**config.mk**
```make
export PLATFORM = sky130hd
export DESIGN_NAME = fpx_cause_prio
export DESIGN_NICKNAME = d
export VERILOG_FILES = /design/src/rtl/fpx_pkg.sv /design/src/rtl/fpx_cause_pick.sv /design/src/rtl/fpx_fsr_pack.sv /design/src/rtl/fpx_cause_prio.sv
export SDC_FILE = /design/constraint.sdc
export NUM_CORES = 1
export LEC_CHECK = 0
export BUFFER_PORTS_ARGS = -buffer_cell sky130_fd_sc_hd__buf_2
export CAP_MARGIN = 10
export CORE_MARGIN = 2
export CORE_UTILIZATION = 42
export DETAILED_ROUTE_END_ITERATION = 16
export HOLD_SLACK_MARGIN = 0.12
export PLACE_DENSITY = 0.79
export SYNTH_ARGS = -nofsm -noshare
export SYNTH_HDL_FRONTEND = slang
export SYNTH_SLANG_ARGS = --single-unit
```
**constraint.sdc**
```tcl
create_clock -name clk_i -period 1 [get_ports clk_i]
set_input_delay 0.25 -clock clk_i [delete_from_list [all_inputs] [get_ports clk_i]]
set_output_delay 0.25 -clock clk_i [all_outputs]
set_load 0.02 [all_outputs]
```
**src/rtl/fpx_pkg.sv**
```systemverilog
package fpx_pkg;
    localparam int CAUSE_W  = 5;
    localparam int FTT_W    = 3;
    localparam int FTT_LSB  = 14;
    localparam int TEM_LSB  = 23;

    localparam int B_INV    = 4;
    localparam int B_OVF    = 3;
    localparam int B_UNF    = 2;
    localparam int B_DVZ    = 1;
    localparam int B_INX    = 0;

    localparam logic [FTT_W-1:0] FTT_IEEE = 3'd1;

    localparam logic [CAUSE_W-1:0] RANKED_MASK =
        CAUSE_W'((1 << B_OVF) | (1 << B_UNF) | (1 << B_INX));

    typedef logic [CAUSE_W-1:0] cause_t;
endpackage

```
**src/rtl/fpx_cause_pick.sv**
```systemverilog
module fpx_cause_pick
    import fpx_pkg::*;
#(
    parameter int RANKS = 3,
    parameter int ORDER [RANKS] = '{B_OVF, B_UNF, B_INX}
) (
    input  cause_t cexc_i,
    input  cause_t tem_i,
    output cause_t cexc_o,
    output logic   hit_o
);
    cause_t live;
    cause_t keep;
    logic   found;

    assign live = cexc_i & tem_i & RANKED_MASK;

    always_comb begin
        keep  = '0;
        found = 1'b0;
        for (int r = 0; r < RANKS; r++) begin
            if (!found && live[ORDER[r]]) begin
                keep[ORDER[r]] = 1'b1;
                found          = 1'b1;
            end
        end
    end

    assign hit_o  = found;
    assign cexc_o = found ? ((cexc_i & ~RANKED_MASK) | keep) : cexc_i;
endmodule

```
**src/rtl/fpx_fsr_pack.sv**
```systemverilog
module fpx_fsr_pack
    import fpx_pkg::*;
#(
    parameter int FSR_W = 32
) (
    input  logic [FSR_W-1:0] ctrl_i,
    input  logic [FTT_W-1:0] ftt_i,
    input  cause_t           tem_i,
    input  cause_t           cexc_i,
    output logic [FSR_W-1:0] fsr_o
);
    localparam logic [FSR_W-1:0] FTT_FIELD =
        FSR_W'(((1 << FTT_W) - 1) << FTT_LSB);

    logic [FSR_W-1:0] ftt_w;
    logic [FSR_W-1:0] tem_w;
    logic [FSR_W-1:0] cexc_w;

    assign ftt_w  = FSR_W'(ftt_i)  << FTT_LSB;
    assign tem_w  = FSR_W'(tem_i)  << TEM_LSB;
    assign cexc_w = FSR_W'(cexc_i);
    assign fsr_o  = (ctrl_i & ~FTT_FIELD) | ftt_w | tem_w | cexc_w;
endmodule

```
**src/rtl/fpx_cause_prio.sv**
```systemverilog
module fpx_cause_prio
    import fpx_pkg::*;
#(
    parameter int               FSR_W     = 32,
    parameter int               TT_W      = 9,
    parameter logic [TT_W-1:0]  TRAP_TYPE = 9'h021
) (
    input  logic              clk_i,
    input  logic              rst_ni,
    input  logic              exc_strobe_i,
    input  logic [FSR_W-1:0]  fsr_ctrl_i,
    input  logic [4:0]        tem_i,
    input  logic [4:0]        cexc_i,
    output logic [2:0]        ftt_o,
    output logic [4:0]        cexc_o,
    output logic [FSR_W-1:0]  fsr_o,
    output logic              trap_req_o,
    output logic [TT_W-1:0]   trap_type_o
);
    typedef struct packed {
        logic              trap;
        logic [FTT_W-1:0]  ftt;
        cause_t            cexc;
        logic [FSR_W-1:0]  fsr;
    } state_t;

    state_t st_d, st_q;

    cause_t           picked;
    logic             picked_hit;
    logic [FSR_W-1:0] packed_fsr;

    fpx_cause_pick u_pick (
        .cexc_i (cexc_i),
        .tem_i  (tem_i),
        .cexc_o (picked),
        .hit_o  (picked_hit)
    );

    fpx_fsr_pack #(.FSR_W(FSR_W)) u_pack (
        .ctrl_i (fsr_ctrl_i),
        .ftt_i  (FTT_IEEE),
        .tem_i  (tem_i),
        .cexc_i (picked),
        .fsr_o  (packed_fsr)
    );

    always_comb begin
        st_d      = st_q;
        st_d.trap = 1'b0;
        if (exc_strobe_i) begin
            st_d.trap = 1'b1;
            st_d.ftt  = FTT_IEEE;
            st_d.cexc = picked;
            st_d.fsr  = packed_fsr;
        end
    end

    always_ff @(posedge clk_i) begin
        if (!rst_ni) st_q <= '0;
        else         st_q <= st_d;
    end

    assign ftt_o       = st_q.ftt;
    assign cexc_o      = st_q.cexc;
    assign fsr_o       = st_q.fsr;
    assign trap_req_o  = st_q.trap;
    assign trap_type_o = st_q.trap ? TRAP_TYPE : '0;
endmodule

```
==> impl_metrics.csv <==
group,metric,value,unit
sta,maxSlewViolCount,0,
synthesis,synth_simple_gate_area_frac,0.134,
detailed_routing,drt-pass1-iter-count,4,
worst_setup_path,cp_max_fo,2,
floorplan,pin_count,95,
floorplan,start_util,0.441,
grt,grt_pass1_wl,5830,um
synthesis,synth_cells,146,
cts,htreeDepth,2,
detailed_routing,ant_nets,0,
power,vdd_drop_max,946,uV
floorplan,die_h,63.7,um
worst_setup_path,ff2ff_path_depth,4,
synthesis,synth_area_leaders,"dfxtp_1 48%, mux2i_1 15%, nor2b_1 8.8%, buf_4 7.5%, o21ai_1 2.7%",
place,dp_hpwl,2380,um
grt,grt.overflow.total,0,
power,power_leakage,1.12,nW
sta,min_period,1.07,ns
cts,ctsHoldBuffers,0,
sta,setup_viol,39,
synthesis,synth_top_area_share,0.482,
final_layout,drive_above_1_share,0.589,
synthesis,synth_fa_ha_area_frac,0,
place,portBuffers,80,
worst_setup_path,critPathArrivalTime,0.82,ns
cts,cts_buffers,5,
hold_path,hp-class,"input port to register",
worst_setup_path,max_stage_delay,0.36,ns
floorplan,rows,21,
synthesis,ys_seq_elements,36,
final_layout,diodes,0,
synthesis,synth_cell_types,26,
sta,timing.fmax,0.930,GHz
worst_setup_path,end_kind,"primary output",
worst_setup_path,critical_path.slowest_cell,"dfxtp_2",
detailed_routing,dr.first_iter.drc_count,41,
worst_setup_path,crit_buf_inv,1,
synthesis,synth_top_area_cell,"dfxtp_1",
cts,cts_buffer_depth,2,
worst_setup_path,critPathLaunchType,"register",
cts,cts_sinks,36,
floorplan,die_w,63.7,um
detailed_routing,vias,1282,
synthesis,seq_area_frac_synth,0.482,
detailed_routing,drt_wl_total,3680,um
sta,finalHoldViolations,0,
floorplan,dieArea,4060,sq um
place,post-place-cells,265,
sta,setup_slack,-0.0749,ns
outcome,status,"complete, but fails checks",
sta,min_period_over_period,1.07,
synthesis,yosys-mux-area-fraction,0.154,
final_layout,fill_cells,280,
synthesis,synth_top_family_by_area,"multiplexers",
synthesis,syn_avg_cell_area,10.2,sq um
hold_path,holdPathStages,3,
synthesis,synth_ff_type,"dfxtp_1",
power,power_density,1450,nW/um^2
detailed_routing,wire_per_inst,13.0,um
cts,clk_pin_slew_worst_paths,0.11,ns
place,gp_congestion,0.702,
flow_run,drv_cap,0,
final_layout,syn_to_final_growth,54.0,%
sta,rsz0062_at_grt,"yes",
grt,grt_max_degree,21,
synthesis,yosys_warnings,0,
outcome,violations,"setup timing",
worst_setup_path,crit_type,"register to primary output",
cts,cts_root_buf,"clkbuf_4",
detailed_routing,drc_errors,0,
worst_setup_path,crit_family,"flip-flops",
grt,grtUsageTotal,0.188,
final_layout,nets,280,
sta,fin_skew,0,ns
synthesis,synth-compound-area-share,0.106,
final_layout,fin_cells,282,
synthesis,async_flop_share,0,
power,power,3.35,mW
detailed_routing,viasPerCell,4.55,
synthesis,syn_area,1500,sq um
grt,antenna_found_initial,0,
synthesis,synth_xor_area_frac,0,
floorplan,core,3390,sq um
worst_setup_path,cp_cell_sequence,"buf_6",
cts,insertion_delay,0.33,ns
cts,cts_tree,"built",
worst_setup_path,worstSetupPathDepth,1,
worst_setup_path,required,0.75,ns
synthesis,synth_enable_flop_cells,0,
grt,grt_pass1_vias,1309,
## power by group
part           total (mW)  leakage [nW]  internal (mW)  switching (mW)
clock network       0.997        0.0422          0.524           0.473
registers            1.61         0.310           1.55          0.0686
logic               0.738         0.772          0.383           0.355
total                3.35          1.12           2.45           0.897
## per-stage QoR
stage	instance area (sq um)	hold WS [ns]	TNS (ns)	setup WS (ns)	utilization
finish	2300	0.162	-2.08	-0.0749	0.680
detailed placement	1880	0.456	-0.121	-0.0311	0.556
global placement	1880	0.449	-0.00200	-0.00200	0.556
CTS	2280	0.150	-2.64	-0.0834	0.673
floorplan	1530	0.394	0	0.107	-
global route	2300	0.149	-3.83	-0.117	0.680
## layout by cell type (no fill, tap or decap)
| master | netlist | layout |
|---|---|---|
| nand3_1 | 1 | 1 |
| clkbuf_1 | 2 | 1 |
| buf_2 | 2 | 41 |
| o211ai_1 | 1 | 1 |
| nor2b_1 | 21 | 21 |
| nand3b_1 | 1 | 1 |
| a21boi_2 | 1 | 1 |
| dfxtp_2 | 0 | 36 |
| bufinv_16 | 0 | 1 |
| o21a_1 | 1 | 1 |
| conb_1 | 1 | 11 |
| a22oi_1 | 1 | 1 |
| clkinv_2 | 0 | 1 |
| nand2_1 | 3 | 3 |
| o21ai_0 | 1 | 1 |
| inv_1 | 1 | 1 |
| buf_4 | 15 | 16 |
| clkbuf_4 | 0 | 5 |
| mux2i_1 | 23 | 23 |
| and2_1 | 1 | 1 |
| o21ai_1 | 8 | 8 |
| a21boi_1 | 4 | 4 |
| nand2b_1 | 2 | 2 |
| buf_12 | 0 | 2 |
| nor2_1 | 7 | 7 |
| a21oi_1 | 7 | 7 |
| a31oi_1 | 1 | 1 |
| o2111ai_1 | 1 | 1 |
| buf_6 | 3 | 36 |
## state kept, by name, summed over array words and instances (netlist names)
signal,cells
fsr_o,30
trap_req_o,1
cexc_o,5
## Yosys cell counts (2+ instances only)
cell,instances
mux2i_1,23
o21ai_1,8
a21oi_1,7
buf_2,2
clkbuf_1,2
buf_4,15
buf_6,3
nor2_1,7
dfxtp_1,36
nand2b_1,2
nand2_1,3
nor2b_1,21
a21boi_1,4
## worst paths after layout
| check | to | from | slack (ns) |
|---|---|---|---|
| worst max-delay path | fsr_o[12] | fsr_o[12]$_SDFFE_PN0P_ | -0.07 |
| worst min-delay path | fsr_o[11]$_SDFFE_PN0P_ | fsr_ctrl_i[11] | 0.16 |
| worst max register to register | fsr_o[19]$_SDFFE_PN0P_ | fsr_o[19]$_SDFFE_PN0P_ | 0.14 |
| worst min register to register | cexc_o[0]$_SDFFE_PN0P_ | cexc_o[0]$_SDFFE_PN0P_ | 0.48 |
## kinds of logic after synthesis
group	Yosys count
AOI/OAI and AO/OA	26
buffers and inverters	24
DFF	36
muxes	23
other	1
and+or+nand+nor	36
## area by class of cell
class | count | area [sq um] | area share
Clock buffer | 6 | 41.3 | 0.0179
Clock inverter | 2 | 35.0 | 0.0152
Inverter | 1 | 3.75 | 0.00163
Multi-Input combinational cell | 96 | 631 | 0.274
Sequential cell | 36 | 766 | 0.332
Tap cell | 46 | 57.6 | 0.0250
Timing Repair Buffer | 95 | 771 | 0.334
## what timing repair did
item | CTS | global route
gates cloned | 0 | 0
gates resized for setup | 111 | 0
buffers inserted | 6 | 3
setup endpoints to repair | 39 | 39
## layer usage
metal	GRT usage	wire, um
met4	0.0734	44
met3	0.0732	264
met5	0	0
met1	0.187	1410
met2	0.346	1960
Note: power is estimated with default switching activity, not from simulation.
